**src/rtl/cam_fe_pkg.sv**
```systemverilog
// Shared types for the camera sync conditioner.
// Assumes: one control word, packed with the pixel-clock invert bit in bit 0.
package cam_fe_pkg;

    typedef enum logic [1:0] {
        PAT_EXT   = 2'b00,
        PAT_BARS  = 2'b01,
        PAT_HRAMP = 2'b10,
        PAT_VRAMP = 2'b11
    } pat_sel_e;

    typedef enum logic [1:0] {
        FMT_601_8  = 2'b00,
        FMT_601_16 = 2'b01,
        FMT_656    = 2'b10,
        FMT_656_B  = 2'b11
    } in_fmt_e;

    typedef struct packed {
        logic     cam_rst;    // bit 8
        in_fmt_e  fmt;        // bits 7:6
        pat_sel_e pat;        // bits 5:4
        logic     href_mask;  // bit 3
        logic     inv_href;   // bit 2
        logic     inv_vsync;  // bit 1
        logic     inv_pclk;   // bit 0
    } fe_cfg_t;

    localparam int CFG_W = $bits(fe_cfg_t);

    // Fixed byte for each of the eight colour bars.
    function automatic logic [7:0] bar_level(input logic [2:0] idx);
        logic [7:0] lvl;
        case (idx)
            3'd0:    lvl = 8'hEB;
            3'd1:    lvl = 8'hD2;
            3'd2:    lvl = 8'hAA;
            3'd3:    lvl = 8'h91;
            3'd4:    lvl = 8'h6A;
            3'd5:    lvl = 8'h51;
            3'd6:    lvl = 8'h29;
            default: lvl = 8'h10;
        endcase
        return lvl;
    endfunction

endpackage

```
**src/rtl/cam_fe_ctrl.sv**
```systemverilog
// Control word holder for the camera sync conditioner.
// What it does: latches the full control word on a write strobe.
// Assumes: there is no readback, and reset clears every field.
module cam_fe_ctrl
    import cam_fe_pkg::*;
(
    input  logic             clk,
    input  logic             rst_n,
    input  logic             we,
    input  logic [CFG_W-1:0] wdata,
    output fe_cfg_t          cfg
);

    // Load the control word on a write; clear it on reset.
    always_ff @(posedge clk) begin
        if (!rst_n) begin
            cfg <= '0;
        end else if (we) begin
            cfg <= fe_cfg_t'(wdata);
        end
    end

endmodule

```
**src/rtl/cam_fe_cond.sv**
```systemverilog
// Input conditioner.
// What it does: registers the raw sensor pins once, applies the per-signal
// polarity inversion and the line mask, and detects rising edges of the
// conditioned pixel clock.
// Assumes: the system clock is more than twice the pixel clock, and the pins
// are already synchronous or slow enough for a single register stage.
module cam_fe_cond #(
    parameter int PIX_W = 8
) (
    input  logic             clk,
    input  logic             rst_n,
    input  logic             pclk_i,
    input  logic             vsync_i,
    input  logic             href_i,
    input  logic [PIX_W-1:0] data_i,
    input  logic             inv_pclk,
    input  logic             inv_vsync,
    input  logic             inv_href,
    input  logic             href_mask,
    output logic             tick,
    output logic             vsync_c,
    output logic             href_c,
    output logic [PIX_W-1:0] data_q
);

    logic pclk_q, vsync_q, href_q, pclk_prev;
    logic pclk_c;

    // Sample all raw pins together so that they stay aligned.
    always_ff @(posedge clk) begin
        if (!rst_n) begin
            pclk_q  <= 1'b0;
            vsync_q <= 1'b0;
            href_q  <= 1'b0;
            data_q  <= '0;
        end else begin
            pclk_q  <= pclk_i;
            vsync_q <= vsync_i;
            href_q  <= href_i;
            data_q  <= data_i;
        end
    end

    // Polarity is fixed before the edge detection.
    assign pclk_c  = pclk_q ^ inv_pclk;
    assign vsync_c = vsync_q ^ inv_vsync;
    assign href_c  = (href_q ^ inv_href) & ~(href_mask & vsync_c);

    // Keep the previous conditioned pixel-clock level for edge detection.
    always_ff @(posedge clk) begin
        if (!rst_n) pclk_prev <= 1'b0;
        else        pclk_prev <= pclk_c;
    end

    assign tick = pclk_c & ~pclk_prev;

endmodule

```
**src/rtl/cam_fe_patgen.sv**
```systemverilog
// Test pattern generator.
// What it does: tracks the column and line position from the conditioned
// strobes and forms the colour bar, horizontal ramp or vertical ramp byte.
// Assumes: `tick` marks one pixel, and the strobes are active high.
// Bar width is LINE_W/8, counted without a divider.
module cam_fe_patgen
    import cam_fe_pkg::*;
#(
    parameter int PIX_W  = 8,
    parameter int MAX_W  = 1280,
    parameter int MAX_H  = 1024,
    parameter int LINE_W = 1280,
    localparam int COL_W = $clog2(MAX_W),
    localparam int ROW_W = $clog2(MAX_H)
) (
    input  logic             clk,
    input  logic             rst_n,
    input  logic             tick,
    input  logic             vsync_c,
    input  logic             href_c,
    input  pat_sel_e         pat,
    output logic [PIX_W-1:0] pat_px,
    output logic [COL_W-1:0] col_q,
    output logic [ROW_W-1:0] row_q
);

    localparam int BAR_W = (LINE_W / 8 > 0) ? LINE_W / 8 : 1;
    localparam int BP_W  = (BAR_W > 1) ? $clog2(BAR_W) : 1;
    localparam logic [COL_W-1:0] COL_LAST = COL_W'(MAX_W - 1);
    localparam logic [ROW_W-1:0] ROW_LAST = ROW_W'(MAX_H - 1);
    localparam logic [BP_W-1:0]  BP_LAST  = BP_W'(BAR_W - 1);

    logic            vs_prev, hr_prev;
    logic [BP_W-1:0] bar_pos;
    logic [2:0]      bar_idx;
    logic            frame_start;

    assign frame_start = vsync_c & ~vs_prev;

    // Position counters: restart on frame start, step per active pixel,
    // advance the line at the end of the line strobe.
    always_ff @(posedge clk) begin
        if (!rst_n) begin
            vs_prev <= 1'b0;
            hr_prev <= 1'b0;
            col_q   <= '0;
            row_q   <= '0;
            bar_pos <= '0;
            bar_idx <= '0;
        end else if (tick) begin
            vs_prev <= vsync_c;
            hr_prev <= href_c;
            if (frame_start) begin
                col_q   <= '0;
                row_q   <= '0;
                bar_pos <= '0;
                bar_idx <= '0;
            end else if (href_c) begin
                if (col_q != COL_LAST) col_q <= col_q + 1'b1;
                if (bar_pos == BP_LAST) begin
                    bar_pos <= '0;
                    if (bar_idx != 3'd7) bar_idx <= bar_idx + 3'd1;
                end else begin
                    bar_pos <= bar_pos + 1'b1;
                end
            end else if (hr_prev) begin
                col_q   <= '0;
                bar_pos <= '0;
                bar_idx <= '0;
                if (row_q != ROW_LAST) row_q <= row_q + 1'b1;
            end
        end
    end

    // Form the pattern byte for the current position.
    always_comb begin
        unique case (pat)
            PAT_BARS:  pat_px = PIX_W'(bar_level(bar_idx));
            PAT_HRAMP: pat_px = PIX_W'(8'(col_q));
            PAT_VRAMP: pat_px = PIX_W'(8'(row_q));
            default:   pat_px = '0;
        endcase
    end

endmodule

```
**src/rtl/cam_sync_front.sv**
```systemverilog
// Top of the camera sync conditioner.
// What it does: holds the control word, conditions the sensor pins, picks
// the sensor byte or the pattern byte, and registers all outputs on each
// conditioned pixel-clock edge.
// Assumes: patterns are honoured in 8-bit 601 format only.
module cam_sync_front
    import cam_fe_pkg::*;
#(
    parameter int PIX_W  = 8,
    parameter int MAX_W  = 1280,
    parameter int MAX_H  = 1024,
    parameter int LINE_W = 1280
) (
    input  logic             clk,
    input  logic             rst_n,
    input  logic             cfg_we,
    input  logic [CFG_W-1:0] cfg_wdata,
    input  logic             cam_pclk_i,
    input  logic             cam_vsync_i,
    input  logic             cam_href_i,
    input  logic [PIX_W-1:0] cam_data_i,
    output logic             out_valid,
    output logic             out_vsync,
    output logic             out_href,
    output logic [PIX_W-1:0] out_data,
    output logic             cam_rst_o
);

    localparam int COL_W = $clog2(MAX_W);
    localparam int ROW_W = $clog2(MAX_H);

    fe_cfg_t          cfg;
    logic             tick, vsync_c, href_c;
    logic [PIX_W-1:0] data_q, pat_px, src_px;
    logic [COL_W-1:0] pat_col;
    logic [ROW_W-1:0] pat_row;
    logic             use_pat;

    cam_fe_ctrl u_ctrl (
        .clk   (clk),
        .rst_n (rst_n),
        .we    (cfg_we),
        .wdata (cfg_wdata),
        .cfg   (cfg)
    );

    cam_fe_cond #(.PIX_W(PIX_W)) u_cond (
        .clk       (clk),
        .rst_n     (rst_n),
        .pclk_i    (cam_pclk_i),
        .vsync_i   (cam_vsync_i),
        .href_i    (cam_href_i),
        .data_i    (cam_data_i),
        .inv_pclk  (cfg.inv_pclk),
        .inv_vsync (cfg.inv_vsync),
        .inv_href  (cfg.inv_href),
        .href_mask (cfg.href_mask),
        .tick      (tick),
        .vsync_c   (vsync_c),
        .href_c    (href_c),
        .data_q    (data_q)
    );

    cam_fe_patgen #(
        .PIX_W  (PIX_W),
        .MAX_W  (MAX_W),
        .MAX_H  (MAX_H),
        .LINE_W (LINE_W)
    ) u_pat (
        .clk     (clk),
        .rst_n   (rst_n),
        .tick    (tick),
        .vsync_c (vsync_c),
        .href_c  (href_c),
        .pat     (cfg.pat),
        .pat_px  (pat_px),
        .col_q   (pat_col),
        .row_q   (pat_row)
    );

    // A pattern replaces the sensor byte only in 8-bit 601 format.
    assign use_pat = (cfg.fmt == FMT_601_8) && (cfg.pat != PAT_EXT);
    assign src_px  = use_pat ? pat_px : data_q;

    // Output stage: pulse per edge; the other outputs update only on that edge.
    always_ff @(posedge clk) begin
        if (!rst_n) begin
            out_valid <= 1'b0;
            out_vsync <= 1'b0;
            out_href  <= 1'b0;
            out_data  <= '0;
        end else begin
            out_valid <= tick;
            if (tick) begin
                out_vsync <= vsync_c;
                out_href  <= href_c;
                out_data  <= src_px;
            end
        end
    end

    assign cam_rst_o = cfg.cam_rst;

endmodule

```
**config.mk**
```make
export PLATFORM = sky130hd
export DESIGN_NAME = cam_sync_front
export DESIGN_NICKNAME = d
export VERILOG_FILES = /design/src/rtl/cam_fe_pkg.sv /design/src/rtl/cam_fe_ctrl.sv /design/src/rtl/cam_fe_cond.sv /design/src/rtl/cam_fe_patgen.sv /design/src/rtl/cam_sync_front.sv
export SDC_FILE = /design/constraint.sdc
export NUM_CORES = 1
export LEC_CHECK = 0
export BUFFER_PORTS_ARGS = -buffer_cell sky130_fd_sc_hd__buf_2
export CELL_PAD_IN_SITES_DETAIL_PLACEMENT = 1
export CELL_PAD_IN_SITES_GLOBAL_PLACEMENT = 2
export CORE_MARGIN = 2
export CORE_UTILIZATION = 41
export CTS_BUF_LIST = sky130_fd_sc_hd__clkbuf_8
export CTS_CLUSTER_DIAMETER = 120
export DETAILED_ROUTE_END_ITERATION = 12
export PLACE_DENSITY = 0.87
export RECOVER_POWER = 100
export SLEW_MARGIN = 20
export SYNTH_ARGS = -nofsm -noshare
export SYNTH_HDL_FRONTEND = slang
export SYNTH_HIERARCHICAL = 1
export SYNTH_SLANG_ARGS = --single-unit
```
**constraint.sdc**
```tcl
create_clock -name clk -period 5.1 [get_ports clk]
set_input_delay 0.51 -clock clk [delete_from_list [all_inputs] [get_ports clk]]
set_output_delay 0.51 -clock clk [all_outputs]
set_load 0.005 [all_outputs]
```
# Word level (Yosys, flattened, before mapping)
# Index checks and enable logic that the tools add are counted.
[word_totals]
register_bits = 64
inputBits = 23
word_cells = 82
[op_classes]
n_addsub = 4
n_eq_ne = 17
n_mux = 20
bitwise_logic = 10
n_reduce_logical = 11
[ops]
columns = ["operator", "n"]
rows = [
  ["$pmux W8 S7", 1],
  ["$mux W11", 4],
  ["$mux W10", 4],
  ["$mux W8", 5],
  ["$pmux W8 S3", 1],
  ["$mux W3", 5],
  ["$add A11 B1 Y11 const B", 1],
  ["$ne A11 B11 Y1 const B", 1],
  ["$add A10 B1 Y10 const B", 1],
  ["$ne A10 B10 Y1 const B", 1],
  ["$eq A3 B3 Y1 const B", 3],
  ["$ne A3 B1 Y1 const B", 3],
  ["$add A8 B1 Y8 const B", 1],
  ["$eq A8 B8 Y1 const B", 1],
  ["$reduce_and A4 Y1", 2],
  ["$eq A3 B2 Y1 const B", 2],
  ["$reduce_bool A2 Y1", 3],
  ["$and A1 B1 Y1", 4],
  ["$eq A2 B2 Y1 const B", 2],
  ["$add A3 B1 Y3 const B", 1],
  ["$eq A3 B1 Y1 const B", 1],
  ["$logic_not A3 Y1", 1],
  ["$ne A3 B3 Y1 const B", 1],
  ["$not A1 Y1", 3],
  ["other kinds (8)", 10],
]

# Longest topological paths before layout
# Gate-level depths: netlist (run 1).
[logic_depth]
depth_word = 6
depth_mapped = 8

# Hierarchy
# Netlist (run 1), hierarchy kept.
[by_module_without_submodules]
columns = ["mod", "n_inst", "cells_each", "area_each_um2"]
rows = [
  ["cam_fe_patgen", 1, 264, 2260.9],
  ["cam_sync_front", 1, 55, 498.0],
  ["cam_fe_cond", 1, 30, 355.3],
  ["cam_fe_ctrl", 1, 28, 337.8],
]

# Worst setup path after synthesis (run 1)
# Ideal clock, no wire load.
[synth_path]
path_kind = "reg-to-reg"
from = "reg u_pat.bar_idx[0]"
to = "reg out_data[3]"
setup_ns = 0.135
arrival_time_ns = 1.947
t_required_ns = 4.965
slack_ns = 3.018
path_stages_with_launch = 9
path_buffers = 0
path_cell_list = "dfxtp_1 ha_1 ha_1 or4_1 nand3b_1 o21ai_0 a22o_2 or3b_2 a31oi_1"
[synth_via]
elab_chain_len = 4
word_cells_on_any_way = 10
[synth_rtl]
columns = ["element", "line", "text"]
rows = [
  ["start, declared", "cam_fe_patgen.sv:35", "logic [2:0] bar_idx;"],
  ["start signal, assigned", "cam_fe_patgen.sv:62", "if (bar_idx != 3'd7) bar_idx <= bar_idx + 3'd1;"],
  ["$eq A3 B3 Y1, or another cell as far along", "cam_fe_pkg.sv:34", "case (idx)"],
  ["$pmux W8 S7 (*)", "cam_fe_pkg.sv:34", ""],
  ["$pmux W8 S3 (*)", "cam_fe_patgen.sv:77", "unique case (pat)"],
  ["via pat_px[3]", "cam_sync_front.sv:34", "logic [PIX_W-1:0] data_q, pat_px, src_px;"],
  ["$mux W8 (*)", "cam_sync_front.sv:83", "assign src_px = use_pat ? pat_px : data_q;"],
  ["end signal, assigned", "cam_sync_front.sv:97", "out_data <= src_px;"],
  ["end, declared", "cam_sync_front.sv:25", "output logic [PIX_W-1:0] out_data,"],
]
# The timed path passes the listed nets; every way through them passes the cells marked *.
# A chain may end at the register's enable or synchronous reset.

# Worst setup path in the final report (run 1)
[layout_path]
from = "reg u_ctrl/cfg[1] (netlist name)"
to = "reg u_pat.row_q[2]"
[layout_via]
elab_chain_len = 6
word_cells_on_any_way = 10
[layout_rtl]
columns = ["element", "line", "text"]
rows = [
  ["$xor A1 B1 Y1", "cam_fe_cond.sv:46", "assign vsync_c = vsync_q ^ inv_vsync;"],
  ["via vsync_c", "cam_sync_front.sv:33", "logic tick, vsync_c, href_c;"],
  ["$and A1 B1 Y1", "cam_fe_cond.sv:47", "assign href_c = (href_q ^ inv_href) & ~(href_mask & vsync_c);"],
  ["$not A1 Y1", "cam_fe_cond.sv:47", ""],
  ["$and A1 B1 Y1", "cam_fe_cond.sv:47", ""],
  ["via href_c", "cam_sync_front.sv:33", ""],
  ["$ne A2 B1 Y1 (no source line)", "-", ""],
  ["$reduce_and A4 Y1 (no source line)", "-", ""],
  ["end signal, assigned", "cam_fe_patgen.sv:70", "if (row_q != ROW_LAST) row_q <= row_q + 1'b1;"],
  ["end, declared", "cam_fe_patgen.sv:24", "output logic [ROW_W-1:0] row_q"],
]
# The timed path passes the listed nets, and every way through them passes these cells.

==> results of run 1 <==
-- power breakdown --
part           internal [mW]  switching, mW  leakage, nW
combinational         0.0513         0.0871        0.750
clock                  0.250          0.209        0.103
sequential             0.537         0.0151        0.539
total                  0.838          0.311         1.39
-- cells by family (layout without fill, tap and decap cells) --
| kind of cell | count (synthesis) | in the layout |
|---|---|---|
| buffers and inverters | 31 | 61 |
| DFF | 66 | 66 |
| muxes | 31 | 31 |
| AOI/OAI and AO/OA | 83 | 83 |
| xor gates and xnor gates | 7 | 7 |
| adders and majority gates | 10 | 10 |
| and+or+nand+nor | 149 | 149 |
-- cells in the mapped netlist, types with 5 or more instances --
| cell type | number |
|---|---|
| sky130_fd_sc_hd__a21oi_1 | 11 |
| sky130_fd_sc_hd__inv_1 | 9 |
| sky130_fd_sc_hd__and2_1 | 15 |
| sky130_fd_sc_hd__a31oi_1 | 9 |
| sky130_fd_sc_hd__nand4_1 | 6 |
| sky130_fd_sc_hd__clkbuf_1 | 10 |
| sky130_fd_sc_hd__nor3_1 | 9 |
| sky130_fd_sc_hd__nand3_1 | 15 |
| sky130_fd_sc_hd__ha_1 | 9 |
| sky130_fd_sc_hd__a211oi_1 | 7 |
| sky130_fd_sc_hd__nor2_1 | 13 |
| sky130_fd_sc_hd__o21ai_0 | 27 |
| sky130_fd_sc_hd__or3b_1 | 6 |
| sky130_fd_sc_hd__mux2i_1 | 28 |
| sky130_fd_sc_hd__and3_1 | 5 |
| sky130_fd_sc_hd__nor2b_1 | 16 |
| sky130_fd_sc_hd__dfxtp_1 | 66 |
| sky130_fd_sc_hd__or3_1 | 12 |
| sky130_fd_sc_hd__nand2_1 | 24 |
-- registers in the layout, summed over array words and instances, names as in the netlist, 3 cells and up --
register,flops
u_pat/bar_pos,8
u_pat/row_q,10
u_pat/col_q,11
u_pat/bar_idx,3
u_cond/data_q,8
out_data,8
u_ctrl/cfg,9
-- worst max-delay path: stages, from the launching register on --
cell	delay (ns)
sky130_fd_sc_hd__dfxtp_1	0.32
sky130_fd_sc_hd__xor2_1	0.21
sky130_fd_sc_hd__a21oi_1	0.70
sky130_fd_sc_hd__nor2b_1	0.18
sky130_fd_sc_hd__o21ai_0	1.30
sky130_fd_sc_hd__nor2_1	0.20
sky130_fd_sc_hd__a311oi_1	0.31
-- metrics by stage --
step	area, um^2	util	power (mW)
after floorplan	3452	-	0.6671
after global placement	3641	0.4454	0.7032
after detailed placement	3641	0.4454	0.7067
after CTS	3846	0.4705	1.168
after global routing	3819	0.4671	1.204
final	3819	0.4671	1.149
-- area by class of cell --
class | count | share of cell area
Clock buffer | 11 | 0.03965
Clock inverter | 5 | 0.01409
Multi-Input combinational cell | 280 | 0.5128
Inverter | 9 | 0.008847
Timing Repair Buffer | 36 | 0.04423
Tap cell | 105 | 0.03440
Sequential cell | 66 | 0.3460
-- per-layer routing --
| layer | wire length (um) | vias up | global-route usage |
|---|---|---|---|
| met3 | 291 | 10 | 0.05168 |
| met2 | 3962 | 36 | 0.3135 |
| met4 | 111 | 0 | 0.07024 |
| met1 | 4046 | 1357 | 0.2650 |
| met5 | 0 | - | 0 |
| li1 | - | 1423 | - |
-- how the worst min path moves through the flow --
stage                             endpoint  depth (start not counted)  slack [ns]
after floorplan           u_pat/bar_pos[1]                          2        0.44
after global placement    u_pat/bar_pos[1]                          2        0.46
after CTS                 u_cond/data_q[0]                          2        0.34
final                     u_cond/data_q[0]                          2        0.36
after global routing      u_cond/data_q[7]                          2        0.35
after detailed placement       out_data[4]                          2        0.47
==> qor_table.md, run 1 <==
| Item | Value | Unit |
|:---|:---|:---|
| Outcome | finished with violations | - |
| Pre-CTS setup slack | 2.553 | ns |
| Count of standard-cell rows | 33 | - |
| Worst slew pin tran | 1.972 | ns |
| Multi-input combinational cell area | 0.001958 | mm^2 |
| Maximum number of pins on one net before global-route repair | 54 | - |
| Number of vias in the routed layout | 2826 | - |
| Cell Area, Synth | 0.003452 | mm^2 |
| Input/output buffers | 34 | - |
| Power density normalized to cell area | 300.9 | mW/mm^2 |
| Mean Syn Cell Area | 9.157 | um^2 |
| RD Place Congestion | 0.8414 | - |
| Layout cell share with drive strength beyond 1 | 0.1327 | - |
| Pins Over Slew Limit | 71 | - |
| Mean number of vias per cell | 5.520 | - |
| Initial antenna violation count | 0 | - |
| Proportion of synthesized chip area in sequential cells | 0.3827 | - |
| Total count of hold-check failures in the final report | 0 | - |
| Number of register bits inferred by synthesis | 66 | - |
| Startpoint class of the critical path | register | - |
| Slew Limit Headroom | -0.3148 | - |
| Clock buffer count from CTS | 9 | - |
| R2R cell count | 6 | - |
| Wire length per cell | 16.43 | um |
| Area growth, synth to finish | 10.62 | % |
| Chip width | 95.76 | um |
| Cts repair resizes | 0 | - |
| Hold-fix buffers at CTS | 0 | - |
| Post-layout net count | 435 | - |
| Post-Synthesis Net Count | 410 | - |
| Unique masters post-synth | 61 | - |
| Number of setup violations in the final report | 0 | - |
| Leading cell type in the layout, fill and taps excluded | sky130_fd_sc_hd__dfxtp_1 | - |
| Gate count of the mapped netlist | 377 | - |
| Maximum clock rate | 301.3 | MHz |
| DRT Wirelength | 8412 | um |
| Post-route minimum period | 3.319 | ns |
| Dominant combinational cell family by area after synthesis | simple AND/OR/NAND/NOR gates | - |
| Setup total negative slack | 0 | ns |
| Overall die area | 0.009170 | mm^2 |
| Setup repair after global routing missed its margin | false | - |
| Initial standard-cell utilization of the core | 0.4223 | - |
| Worst Setup EP | u_pat/row_q[2] | - |
| Fillcell total | 972 | - |
| Dominant cell type by area after synthesis | sky130_fd_sc_hd__dfxtp_1 | - |
| Violations in the final reports | capacitance limit, slew limit | - |
| Dominant register cell in the synthesized netlist | sky130_fd_sc_hd__dfxtp_1 | - |
| Final Worst Setup Slack | 1.781 | ns |
| Simple-gate area share of the yosys netlist | 0.2552 | - |
| Worst reg2reg setup slack | 1.78 | ns |
| Count of warnings emitted by yosys | 6 | - |
| Number of flops mapped to enable cells by yosys | 0 | - |
| Clock transition at the registers of the reported paths | 0.08 | ns |
| Worst reg2reg startpoint | u_ctrl/cfg[1] | - |
| Top fanout value on the critical path | 16 | - |
| Half-perimeter wire length of the detailed placement result | 5801 | um |
| Count of nets left with antenna violations after detail routing | 0 | - |
| Fraction of the mapped netlist area in adder cells | 0.03842 | - |
| End of the worst register-to-register path | u_pat/row_q[2] | - |
| Top-area cell type share of the netlist area | 0.3827 | - |
| Clock root cell | sky130_fd_sc_hd__clkbuf_8 | - |
| Antenna diode count | 0 | - |
| Tightest Hold Check Type | in -> reg | - |
| WP data arrival | 3.57 | ns |
| Post-Place Cells | 496 | - |
| Final worst hold slack | 0.3626 | ns |
| Crit. End Element | register | - |
| Fraction of the mapped netlist area in compound gates | 0.1675 | - |
| Fraction of registers with async set/reset | 0 | - |
| Number of global-route vias before repair | 2862 | - |
| Area of all sequential standard cells | 0.001321 | mm^2 |
| Worst vdd rail ir drop | 0.0001763 | V |
| Y dimension of the die | 95.76 | um |
| Area of the core | 0.008175 | mm^2 |
| Parity-gate share of the synthesized area counting xor and xnor cells | 0.01776 | - |
| Number of DRC violations after detailed routing | 0 | - |
| CTS tree | done | - |
| Kind of critical path | reg -> reg | - |
| Overall Global Routing Usage | 0.1995 | - |
| Insertion delay to the later sink of the worst-skew pair | 0.35 | ns |
| Longest Clk Path Bufs | 2 | - |
| I/O pins | 35 | - |
| Worst setup skew after layout | 0.01125 | ns |
| Most frequent cells in the layout | sky130_fd_sc_hd__dfxtp_1, sky130_fd_sc_hd__o21ai_0, sky130_fd_sc_hd__mux2i_1 | - |
| DRC violation total after the first TritonRoute iteration | 87 | - |
| Worst Path Required | 5.35 | ns |
| Wire length of the first global-routing pass | 14170 | um |
| Hold_sp | cam_data_i[0] | - |
| Clock sink count | 66 | - |
| Max-Cap Viols | 2 | - |
| Final critical-path share of the clock period | 0.6507 | - |
| Fraction of synthesized area in multiplexers | 0.09097 | - |
| Leading cell types by total area after synthesis | sky130_fd_sc_hd__dfxtp_1, sky130_fd_sc_hd__mux2i_1, sky130_fd_sc_hd__o21ai_0 | - |
| Filler-free cell count of the finished design | 512 | - |
| Post-CTS Setup Inserts | 0 | - |
| Number of levels the H-tree was split into | 3 | - |
| Iteration count of the initial detailed-routing pass | 4 | - |
| Reported leakage power | 1.392 | nW |
| GR Overflow Total | 0 | - |
| Launch point of the worst path | u_ctrl/cfg[1] | - |
Power figures use the tool's default switching activity.
==> run 2, diff against run 1 <==
--- a/config.mk
+++ b/config.mk
@@ -9,11 +9,11 @@
 export CELL_PAD_IN_SITES_DETAIL_PLACEMENT = 1
 export CELL_PAD_IN_SITES_GLOBAL_PLACEMENT = 2
 export CORE_MARGIN = 2
-export CORE_UTILIZATION = 41
+export CORE_UTILIZATION = 34
 export CTS_BUF_LIST = sky130_fd_sc_hd__clkbuf_8
 export CTS_CLUSTER_DIAMETER = 120
 export DETAILED_ROUTE_END_ITERATION = 12
-export PLACE_DENSITY = 0.87
+export PLACE_DENSITY = 0.77
 export RECOVER_POWER = 100
 export SLEW_MARGIN = 20
 export SYNTH_ARGS = -nofsm -noshare
==> constraint.sdc (replaced) <==
create_clock -name clk -period 2.8 [get_ports clk]
set_input_delay 0.28 -clock clk [delete_from_list [all_inputs] [get_ports clk]]
set_output_delay 0.28 -clock clk [all_outputs]
set_load 0.005 [all_outputs]
==> qor_table.md, run 2 (same netlist as run 1, synthesis figures left out) <==
| Item | Value | Unit |
|:---|:---|:---|
| Mean number of vias per cell | 5.254 | - |
| Post-CTS Setup Inserts | 0 | - |
| Longest Clk Path Bufs | 2 | - |
| RD Place Congestion | 0.8103 | - |
| I/O pins | 35 | - |
| Wire length per cell | 16.22 | um |
| Post-route minimum period | 2.373 | ns |
| Count of cells along the worst hold path | 2 | - |
| Fillcell total | 1198 | - |
| Pins Over Slew Limit | 0 | - |
| Overall Global Routing Usage | 0.1664 | - |
| Startpoint class of the critical path | register | - |
| End of the worst register-to-register path | u_pat/col_q[10] | - |
| Number of DRC violations after detailed routing | 0 | - |
| Max-Cap Viols | 0 | - |
| Area of the core | 0.009819 | mm^2 |
| Insertion delay to the later sink of the worst-skew pair | 0.35 | ns |
| Maximum number of pins on one net before global-route repair | 30 | - |
| Iteration count of the initial detailed-routing pass | 4 | - |
| Input/output buffers | 34 | - |
| Initial standard-cell utilization of the core | 0.3516 | - |
| R2R cell count | 7 | - |
| Filler-free cell count of the finished design | 547 | - |
| Worst Setup EP | u_pat/col_q[10] | - |
| Y dimension of the die | 104.8 | um |
| CTS tree | done | - |
| Maximum clock rate | 421.4 | MHz |
| Worst reg2reg startpoint | u_ctrl/cfg[1] | - |
| Setup total negative slack | 0 | ns |
| Cts repair resizes | 0 | - |
| Slew Limit Headroom | 0.1957 | - |
| Power density normalized to cell area | 549.9 | mW/mm^2 |
| Count of standard-cell rows | 36 | - |
| Worst Path Required | 3.07 | ns |
| Clock buffer count from CTS | 9 | - |
| Number of flip-flops in the largest register | 11 | - |
| Clock root cell | sky130_fd_sc_hd__clkbuf_8 | - |
| Worst setup skew after layout | 0.01296 | ns |
| GR Overflow Total | 0 | - |
| Worst reg2reg setup slack | 0.43 | ns |
| Outcome | finished clean | - |
| Antenna diode count | 0 | - |
| Layout cell share with drive strength beyond 1 | 0.1449 | - |
| Clock sink count | 66 | - |
| Most frequent cells in the layout | sky130_fd_sc_hd__dfxtp_1, sky130_fd_sc_hd__mux2i_1, sky130_fd_sc_hd__o21ai_0 | - |
| WP data arrival | 2.65 | ns |
| Largest registers | u_pat/col_q: 11 flops, u_pat/row_q: 10 flops, u_ctrl/cfg: 9 flops | - |
| DRT Wirelength | 8872 | um |
| Kind of critical path | reg -> reg | - |
| Number of vias in the routed layout | 2874 | - |
| Clock transition at the registers of the reported paths | 0.08 | ns |
| Post-layout net count | 442 | - |
| Number of levels the H-tree was split into | 3 | - |
| Tightest Hold Check Type | in -> reg | - |
| Post-Place Cells | 531 | - |
| Number of global-route vias before repair | 2868 | - |
| Setup repair after global routing missed its margin | false | - |
| Half-perimeter wire length of the detailed placement result | 6387 | um |
| Leading cell type in the layout, fill and taps excluded | sky130_fd_sc_hd__dfxtp_1 | - |
| Total count of hold-check failures in the final report | 0 | - |
| Crit. End Element | register | - |
| Biggest register | u_pat/col_q | - |
| Top fanout value on the critical path | 10 | - |
| Hold-fix buffers at CTS | 0 | - |
| Number of setup violations in the final report | 0 | - |
| Overall die area | 0.01097 | mm^2 |
| Initial antenna violation count | 0 | - |
| DRC violation total after the first TritonRoute iteration | 92 | - |
| Count of nets left with antenna violations after detail routing | 0 | - |
| Launch point of the worst path | u_ctrl/cfg[1] | - |
| Worst slew pin tran | 1.206 | ns |
| Worst vdd rail ir drop | 0.0002063 | V |
| Chip width | 104.8 | um |
| Area growth, synth to finish | 12.47 | % |
| Final worst hold slack | 0.1284 | ns |
| Final critical-path share of the clock period | 0.8476 | - |
| Reported leakage power | 1.426 | nW |
| Wire length of the first global-routing pass | 14570 | um |
## run 2: cell count changes in the layout (fill, tap and decap cells not counted), sizes merged
cell / delta
clkinvlp: -1
clkbuf: +1
buf: +6
inv: +1
## run 2: worst min path at each step
| stage | start | to | slack (ns) |
|---|---|---|---|
| after floorplan | cam_data_i[5] | u_cond/data_q[5] | 0.40 |
| after global placement | u_cond/data_q[3] | out_data[3] | 0.47 |
| after detailed placement | u_cond/data_q[5] | out_data[5] | 0.47 |
| after CTS | cam_pclk_i | u_cond/pclk_q | 0.11 |
| after global routing | cam_pclk_i | u_cond/pclk_q | 0.12 |
| final | cam_pclk_i | u_cond/pclk_q | 0.13 |
## run 2: through the flow
step / setup WS, ns / cell area (um^2) / power (mW) / util
2_1_floorplan: 0.7182 / 3452 / 1.215 / -
3_3_place_gp: 0.6168 / 3729 / 1.302 / 0.3797
3_5_place_dp: 0.5634 / 3729 / 1.307 / 0.3797
4_1_cts: 0.5196 / 3940 / 2.177 / 0.4012
5_1_grt: 0.1858 / 3882 / 2.245 / 0.3954
6_report: 0.4268 / 3882 / 2.135 / 0.3954
## run 2: critical path: stages (launching register included)
cell                        delay (ns)
sky130_fd_sc_hd__dfxtp_1          0.33
sky130_fd_sc_hd__xor2_1           0.21
sky130_fd_sc_hd__a21oi_1          0.25
sky130_fd_sc_hd__or2_0            0.46
sky130_fd_sc_hd__o21ai_4          0.16
sky130_fd_sc_hd__buf_4            0.24
sky130_fd_sc_hd__a2111oi_1        0.41
sky130_fd_sc_hd__mux2i_1          0.23
## run 2: metal layers
layer | GRT usage | share of wire | vias to the layer above
met5 | 0 | 0 | -
met4 | 0.07048 | 0.0086 | 0
met3 | 0.02807 | 0.024 | 8
met2 | 0.2593 | 0.48 | 29
met1 | 0.2266 | 0.49 | 1393
li1 | - | - | 1444
## run 2: layout make-up
| cell class | count | area [um^2] | area share |
|---|---|---|---|
| timing repair buffer | 43 | 210.2 | 0.05414 |
| tap | 133 | 166.4 | 0.04286 |
| clock inverter | 5 | 60.06 | 0.01547 |
| clock buffer | 11 | 151.4 | 0.03899 |
| multi-input combinational | 280 | 1939 | 0.4995 |
| sequential | 66 | 1321 | 0.3403 |
| inverter | 9 | 33.78 | 0.008701 |
## run 2: power breakdown
part	switching [mW]	total (mW)	internal, mW	leakage, nW
Combinational	0.163	0.265	0.102	0.780
Sequential	0.0263	1.00	0.978	0.539
Clock	0.401	0.866	0.465	0.106
Total	0.591	2.13	1.54	1.43
